File: config.mk
export PLATFORM = sky130hd
export DESIGN_NAME = spi_rx_slave
export DESIGN_NICKNAME = d
export VERILOG_FILES = /design/src/rtl/spi_rx_pkg.sv /design/src/rtl/spi_rx_sync.sv /design/src/rtl/spi_rx_edge.sv /design/src/rtl/spi_rx_shift.sv /design/src/rtl/spi_rx_slave.sv
export SDC_FILE = /design/constraint.sdc
export NUM_CORES = 1
export LEC_CHECK = 0
export BUFFER_PORTS_ARGS = -buffer_cell sky130_fd_sc_hd__buf_2
export CAP_MARGIN = 40
export CORE_ASPECT_RATIO = 0.9
export CORE_MARGIN = 3
export CORE_UTILIZATION = 30
export DETAILED_ROUTE_END_ITERATION = 8
export PLACE_DENSITY = 0.52
export SYNTH_ARGS = -nofsm -noshare
export SYNTH_HDL_FRONTEND = slang
export SYNTH_SLANG_ARGS = --single-unit
File: constraint.sdc
create_clock -name clk_i -period 5.5 [get_ports clk_i]
set_input_delay 1.1 -clock clk_i [delete_from_list [all_inputs] [get_ports clk_i]]
set_output_delay 1.1 -clock clk_i [all_outputs]
set_load 0.1 [all_outputs]
File: src/rtl/spi_rx_pkg.sv
package spi_rx_pkg;
  typedef struct packed {
    logic active;   // selected
    logic sample;   // capture edge
    logic shift;    // output update edge
    logic sel_on;   // select became active
    logic sel_off;  // select became inactive
  } spi_evt_t;
endpackage

File: src/rtl/spi_rx_sync.sv
module spi_rx_sync #(
  parameter int          WIDTH   = 3,
  parameter logic [WIDTH-1:0] RST_VAL = '0
) (
  input  logic             clk_i,
  input  logic             rst_ni,
  input  logic [WIDTH-1:0] d_i,
  output logic [WIDTH-1:0] q_o
);
  logic [WIDTH-1:0] s1_q, s2_q;

  always_ff @(posedge clk_i or negedge rst_ni) begin
    if (!rst_ni) begin
      s1_q <= RST_VAL;
      s2_q <= RST_VAL;
    end else begin
      s1_q <= d_i;
      s2_q <= s1_q;
    end
  end

  assign q_o = s2_q;
endmodule

File: src/rtl/spi_rx_edge.sv
module spi_rx_edge
  import spi_rx_pkg::*;
(
  input  logic     clk_i,
  input  logic     rst_ni,
  input  logic     sclk_s_i,
  input  logic     sel_s_i,
  input  logic     cpol_i,
  input  logic     cpha_i,
  output spi_evt_t evt_o
);
  logic sclk_q, sel_q;
  logic rise, fall, cap_on_rise;

  always_ff @(posedge clk_i or negedge rst_ni) begin
    if (!rst_ni) begin
      sclk_q <= 1'b0;
      sel_q  <= 1'b1;
    end else begin
      sclk_q <= sclk_s_i;
      sel_q  <= sel_s_i;
    end
  end

  assign rise        = sclk_s_i & ~sclk_q;
  assign fall        = ~sclk_s_i & sclk_q;
  assign cap_on_rise = ~(cpol_i ^ cpha_i);

  always_comb begin
    evt_o.active  = ~sel_s_i;
    evt_o.sample  = ~sel_s_i & (cap_on_rise ? rise : fall);
    evt_o.shift   = ~sel_s_i & (cap_on_rise ? fall : rise);
    evt_o.sel_on  = ~sel_s_i & sel_q;
    evt_o.sel_off = sel_s_i & ~sel_q;
  end
endmodule

File: src/rtl/spi_rx_shift.sv
module spi_rx_shift
  import spi_rx_pkg::*;
#(
  parameter int W  = 8,
  parameter int CW = $clog2(W + 1)
) (
  input  logic          clk_i,
  input  logic          rst_ni,
  input  spi_evt_t      evt_i,
  input  logic          mosi_s_i,
  input  logic [CW-1:0] len_i,
  output logic          done_o,
  output logic [W-1:0]  word_o,
  output logic [CW-1:0] cnt_o,
  output logic          miso_o
);
  logic [W-1:0]  sr_q, sr_nxt, mask;
  logic [CW-1:0] cnt_q, last_idx;
  logic          top_bit, miso_q, at_last;

  assign last_idx = len_i - 1'b1;
  assign at_last  = (cnt_q == last_idx);
  assign sr_nxt   = {sr_q[W-2:0], mosi_s_i};

  for (genvar g = 0; g < W; g++) begin : g_mask
    assign mask[g] = (CW'(g) < len_i);
  end

  always_comb begin
    top_bit = 1'b0;
    for (int i = 0; i < W; i++)
      if (CW'(i) == last_idx) top_bit = sr_q[i];
  end

  assign done_o = (evt_i.sample & at_last) | (evt_i.sel_off & (cnt_q != '0));
  assign word_o = (evt_i.sample ? sr_nxt : sr_q) & mask;

  always_ff @(posedge clk_i or negedge rst_ni) begin
    if (!rst_ni) begin
      sr_q   <= '0;
      cnt_q  <= '0;
      miso_q <= 1'b0;
    end else begin
      if (evt_i.sel_on || evt_i.sel_off) begin
        cnt_q <= '0;
      end else if (evt_i.sample) begin
        sr_q  <= sr_nxt;
        cnt_q <= at_last ? '0 : cnt_q + 1'b1;
      end
      if (evt_i.sel_on || evt_i.shift) miso_q <= top_bit;
    end
  end

  assign cnt_o  = cnt_q;
  assign miso_o = miso_q;
endmodule

File: src/rtl/spi_rx_slave.sv
module spi_rx_slave
  import spi_rx_pkg::*;
#(
  parameter  int W  = 8,
  localparam int CW = $clog2(W + 1)
) (
  input  logic          clk_i,
  input  logic          rst_ni,
  input  logic          sclk_i,
  input  logic          sel_ni,
  input  logic          mosi_i,
  input  logic          cpol_i,
  input  logic          cpha_i,
  input  logic [CW-1:0] word_len_i,
  input  logic          irq_en_i,
  input  logic          rd_i,
  input  logic          ovr_clr_i,
  output logic          miso_o,
  output logic          miso_oe_o,
  output logic [W-1:0]  rx_data_o,
  output logic          rx_valid_o,
  output logic          irq_o,
  output logic          ovr_o
);
  logic [2:0]    sync_q;
  spi_evt_t      evt;
  logic [CW-1:0] len_eff, bit_cnt;
  logic          word_done, ovr_set;
  logic [W-1:0]  word;
  logic [W-1:0]  rx_data_q;
  logic          valid_q, ovr_q, irq_q;

  spi_rx_sync #(.WIDTH(3), .RST_VAL(3'b010)) u_sync (
    .clk_i (clk_i),
    .rst_ni(rst_ni),
    .d_i   ({mosi_i, sel_ni, sclk_i}),
    .q_o   (sync_q)
  );

  spi_rx_edge u_edge (
    .clk_i   (clk_i),
    .rst_ni  (rst_ni),
    .sclk_s_i(sync_q[0]),
    .sel_s_i (sync_q[1]),
    .cpol_i  (cpol_i),
    .cpha_i  (cpha_i),
    .evt_o   (evt)
  );

  assign len_eff = (word_len_i == '0 || word_len_i > CW'(W)) ? CW'(W) : word_len_i;

  spi_rx_shift #(.W(W), .CW(CW)) u_shift (
    .clk_i   (clk_i),
    .rst_ni  (rst_ni),
    .evt_i   (evt),
    .mosi_s_i(sync_q[2]),
    .len_i   (len_eff),
    .done_o  (word_done),
    .word_o  (word),
    .cnt_o   (bit_cnt),
    .miso_o  (miso_o)
  );

  assign ovr_set = word_done & valid_q & ~rd_i;

  always_ff @(posedge clk_i or negedge rst_ni) begin
    if (!rst_ni) begin
      rx_data_q <= '0;
      valid_q   <= 1'b0;
      ovr_q     <= 1'b0;
      irq_q     <= 1'b0;
    end else begin
      irq_q <= word_done & irq_en_i;
      if (word_done) begin
        rx_data_q <= word;
        valid_q   <= 1'b1;
      end else if (rd_i) begin
        valid_q   <= 1'b0;
      end
      if (ovr_set)        ovr_q <= 1'b1;
      else if (ovr_clr_i) ovr_q <= 1'b0;
    end
  end

  assign miso_oe_o  = evt.active;
  assign rx_data_o  = rx_data_q;
  assign rx_valid_o = valid_q;
  assign irq_o      = irq_q;
  assign ovr_o      = ovr_q;
endmodule

==> results by group <==
STA
  – Fmax: approximately 310 MHz
  – RSZ-0062 raised after global routing: no
  – Final setup viols: 0
  – Final WS setup: around 2.3 ns
  – Final period util: around three fifths
  – Setup TNS: 0 ns
  – Relative slew slack: ~54%
  – Slew Viols, Final: 0
  – Final min period: between 3 and 4 ns
  – Setup Skew: roughly 0.0094 ns
  – Final hold viol count: 0
  – Slew at the pin with the worst max-slew slack: slightly below 0.7 ns

Layout
  – Layout fillers: ~540
  – Nets: 200
  – Layout area overhead: 17.2%
  – Ratio of cells with drive above 1 in the final layout: a little under a third
  – Register area: just over 800 sq um
  – Multi-input gate area: ~790 sq um
  – ANT cells: 0
  – Fin cells: about 250

Global route
  – Overall Global Routing Usage: a little under an eighth
  – First-pass GRT wire length: roughly 5.9 mm
  – Gr busiest metal: met2
  – GR Util met3: under 10%
  – Vias in the first global route: 1244
  – Largest net degree at the start of global routing: 33
  – Antenna violations before repair: 0
  – Met1 Use GR: between 10 and 15%
  – Total gr overflow: 0
  – Met2 GRT Util: between 10% and 20%

Place
  – # placed instances: 238
  – Placement Setup Slack: around 2 ns
  – Port bufs: 26
  – Final Wtd Congestion: between 0.8 and 0.9
  – Hpwl dp: 2.48 mm

Pwr
  – NetSw: roughly 400 uW
  – Switch share: between 40% and 50%
  – Leakage: approximately 1 nW
  – Comb power frac: 38.0%
  – Peak VDD IR: just under 0.3 mV
  – Pwr/cell area: about 460 mW/mm^2
  – Clock network power share: between 20% and 30%
  – Sequential Power Share: between 30% and 40%
  – Int Pwr: between 500 and 600 uW

Logic synthesis
  – Synth Flop Type: dfrtp_1
  – Post-synth EDFFs: 0
  – Synthesized net count: 170
  – Synth unique cells: 37
  – Asr flop ratio synth: 100%
  – Sequential area share after synthesis: 47.9%
  – Synthesized area per cell: approximately 11 sq um
  – Flops & latches, synth: 32
  – Post-synthesis cell count: 148
  – Yosys Warn Count: 0
  – Cell area after synthesis: approximately 0.0017 sq mm

Drt
  – Wirelength per Cell: 13.6 microns
  – Vias post-DR: between 1000 and 1500
  – DR pass1 iterations: 4
  – DRC violations left: 0
  – DRT iter0 DRCs: 74
  – Number of routed nets with antenna violations: 0
  – Via-to-Cell Ratio: ~4.8
  – Total routed wirelength: roughly 3.3 mm

Floorplan
  – Die Wd: approximately 85 microns
  – I/O pin cnt: 27
  – Num rows: 25
  – Die height: ~77 microns
  – Starting Density: between 30% and 40%
  – DIE AREA: around 0.0065 sq mm
  – Core Box Area: about 0.0053 sq mm

CTS
  – CTS resizes: 0
  – CTS Root Cell: clkbuf_8
  – CTS buffer count: 5
  – CTS tree: built
  – Clock-pin slew on the worst setup and hold paths: 0.07 ns
  – Number of setup buffers added after CTS: 0
  – Htree depth: 2
  – Clk sinks: 32
  – Worst-Skew Late Latency: 0.29 ns
  – Clock buffer depth: 2
  – Hold Buf Count CTS: 0

Setup path
  – Setup crit end: rx_data_o[6]
  – R2R depth: 5
  – CP Data Arrival Time: between 3 and 4 ns
  – Critical R2R Launch: u_shift.cnt_o[2]
  – Worst Setup End Kind: flip-flop
  – Critical Path RT: roughly 5.7 ns
  – Crit Path Class: input port to flip-flop
  – Worst Path Max Fanout: 11
  – R2r endpoint: rx_data_o[6]
  – CP Launch Point: word_len_i[3]
  – Reg-to-reg slack, setup: 3.28 ns
  – Startpoint Class: input port

Run
  – MaxCap Viol Count: 0

Hold path
  – Worst hold path type: flip-flop to flip-flop

Status
  – Outcome: completed
-- sequential cells by signal (all words and copies together) (netlist names) --
signal          flops
rx_data_o           8
u_shift.sr_q        8
u_shift.cnt_o       4
u_sync.q_o          3
u_sync.s1_q         3
irq_o               1
ovr_o               1
rx_valid_o          1
u_edge.sclk_q       1
u_edge.sel_q        1
u_shift.miso_o      1
-- routing by layer --
layer,up-vias,part of all wire [%]
met4,0,1.9
met5,-,0
li1,570,-
met1,591,45
met2,15,50
met3,4,3.0
-- cell type report --
cell class,count,share of cell area [%]
inverter,11,2.10
multi-input combinational,101,40.0
sequential,32,40.9
tap,67,4.26
clock buffer,5,3.50
clock inverter,3,2.16
timing repair buffer,27,7.00
-- worst min path at each step --
| stage | endpoint | depth (start not counted) | from |
|---|---|---|---|
| after floorplan | u_sync.q_o[0] | 0 | u_sync.s1_q[0] |
| after detailed placement | u_sync.q_o[2] | 0 | u_sync.s1_q[2] |
| final | u_sync.q_o[2] | 0 | u_sync.s1_q[2] |
| after CTS | u_sync.q_o[2] | 0 | u_sync.s1_q[2] |
| after global placement | u_sync.q_o[2] | 0 | u_sync.s1_q[2] |
| after global routing | u_sync.q_o[0] | 0 | u_sync.s1_q[0] |
-- power groups by stage --
stage	logic, mW	registers, mW	clock network, mW
6_report	0.346	0.338	0.228
5_1_grt	0.365	0.346	0.246
4_1_cts	0.350	0.338	0.233
3_5_place_dp	0.349	0.342	0
3_3_place_gp	0.345	0.340	0
2_1_floorplan	0.113	0.507	0
-- cells by family (layout without fill, tap and decap cells) --
| family | Yosys count | in the layout | share of synthesized area [%] |
|---|---|---|---|
| XOR/XNOR | 5 | 5 | 3.06 |
| adder cells (fa/ha/maj) | 8 | 8 | 5.97 |
| flip-flops | 32 | 32 | 47.9 |
| AO/OA/AOI/OAI | 25 | 25 | 9.84 |
| multiplexers | 25 | 25 | 17.0 |
| AND/OR/NAND/NOR | 38 | 38 | 11.0 |
| buffers and inverters | 15 | 46 | 5.15 |
-- Yosys cell counts, drive strengths merged (4+ instances only) --
library cell | number | area, sq um
nor2 | 10 | 37.5
inv | 11 | 41.3
o21ai | 6 | 33.8
a21oi | 5 | 25.0
mux2 | 16 | 195
nand2 | 11 | 41.3
dfrtp | 29 | 726
mux2i | 9 | 90.1
buf | 4 | 45.0
ha | 8 | 100
-- critical path, stage by stage --
cell and delay [ns]:
buf_2 0.13, nand2b_1 0.19, ha_1 0.29, xor2_1 0.18, a211oi_1 0.26, o211ai_1 0.24
o21ai_2 0.53, mux2_2 0.42
-- placed cells by master, fill, tap and decap left out, types with 2 or more instances in the layout --
cell type	synthesis	layout
nor3b_1	2	2
mux2_4	4	4
buf_2	0	26
nor2b_1	3	3
clkbuf_8	0	5
mux2i_1	9	9
nor2_1	10	10
nand3b_1	2	2
o21ai_0	5	5
nor3_1	2	2
a221oi_1	2	2
dfrtp_1	29	29
a21oi_1	5	5
a211oi_1	2	2
nand2b_1	3	3
xor2_1	2	2
inv_1	11	11
nand2_1	11	11
and2_1	2	2
mux2_2	11	11
xnor2_1	2	2
a31oi_1	3	3
ha_1	8	8
nand3_1	2	2
dfstp_2	3	3
-- through the flow --
stage / total power [mW] / hold slack, ns / area, sq um / util (%)
after floorplan: 0.620 / 0.331 / 1680 / -
after global placement: 0.685 / 0.333 / 1850 / 34.9
after detailed placement: 0.691 / 0.342 / 1850 / 34.9
after CTS: 0.921 / 0.358 / 1970 / 37.0
after global routing: 0.958 / 0.364 / 1970 / 37.0
final: 0.912 / 0.355 / 1970 / 37.0
Power figures use the tool's default switching activity.
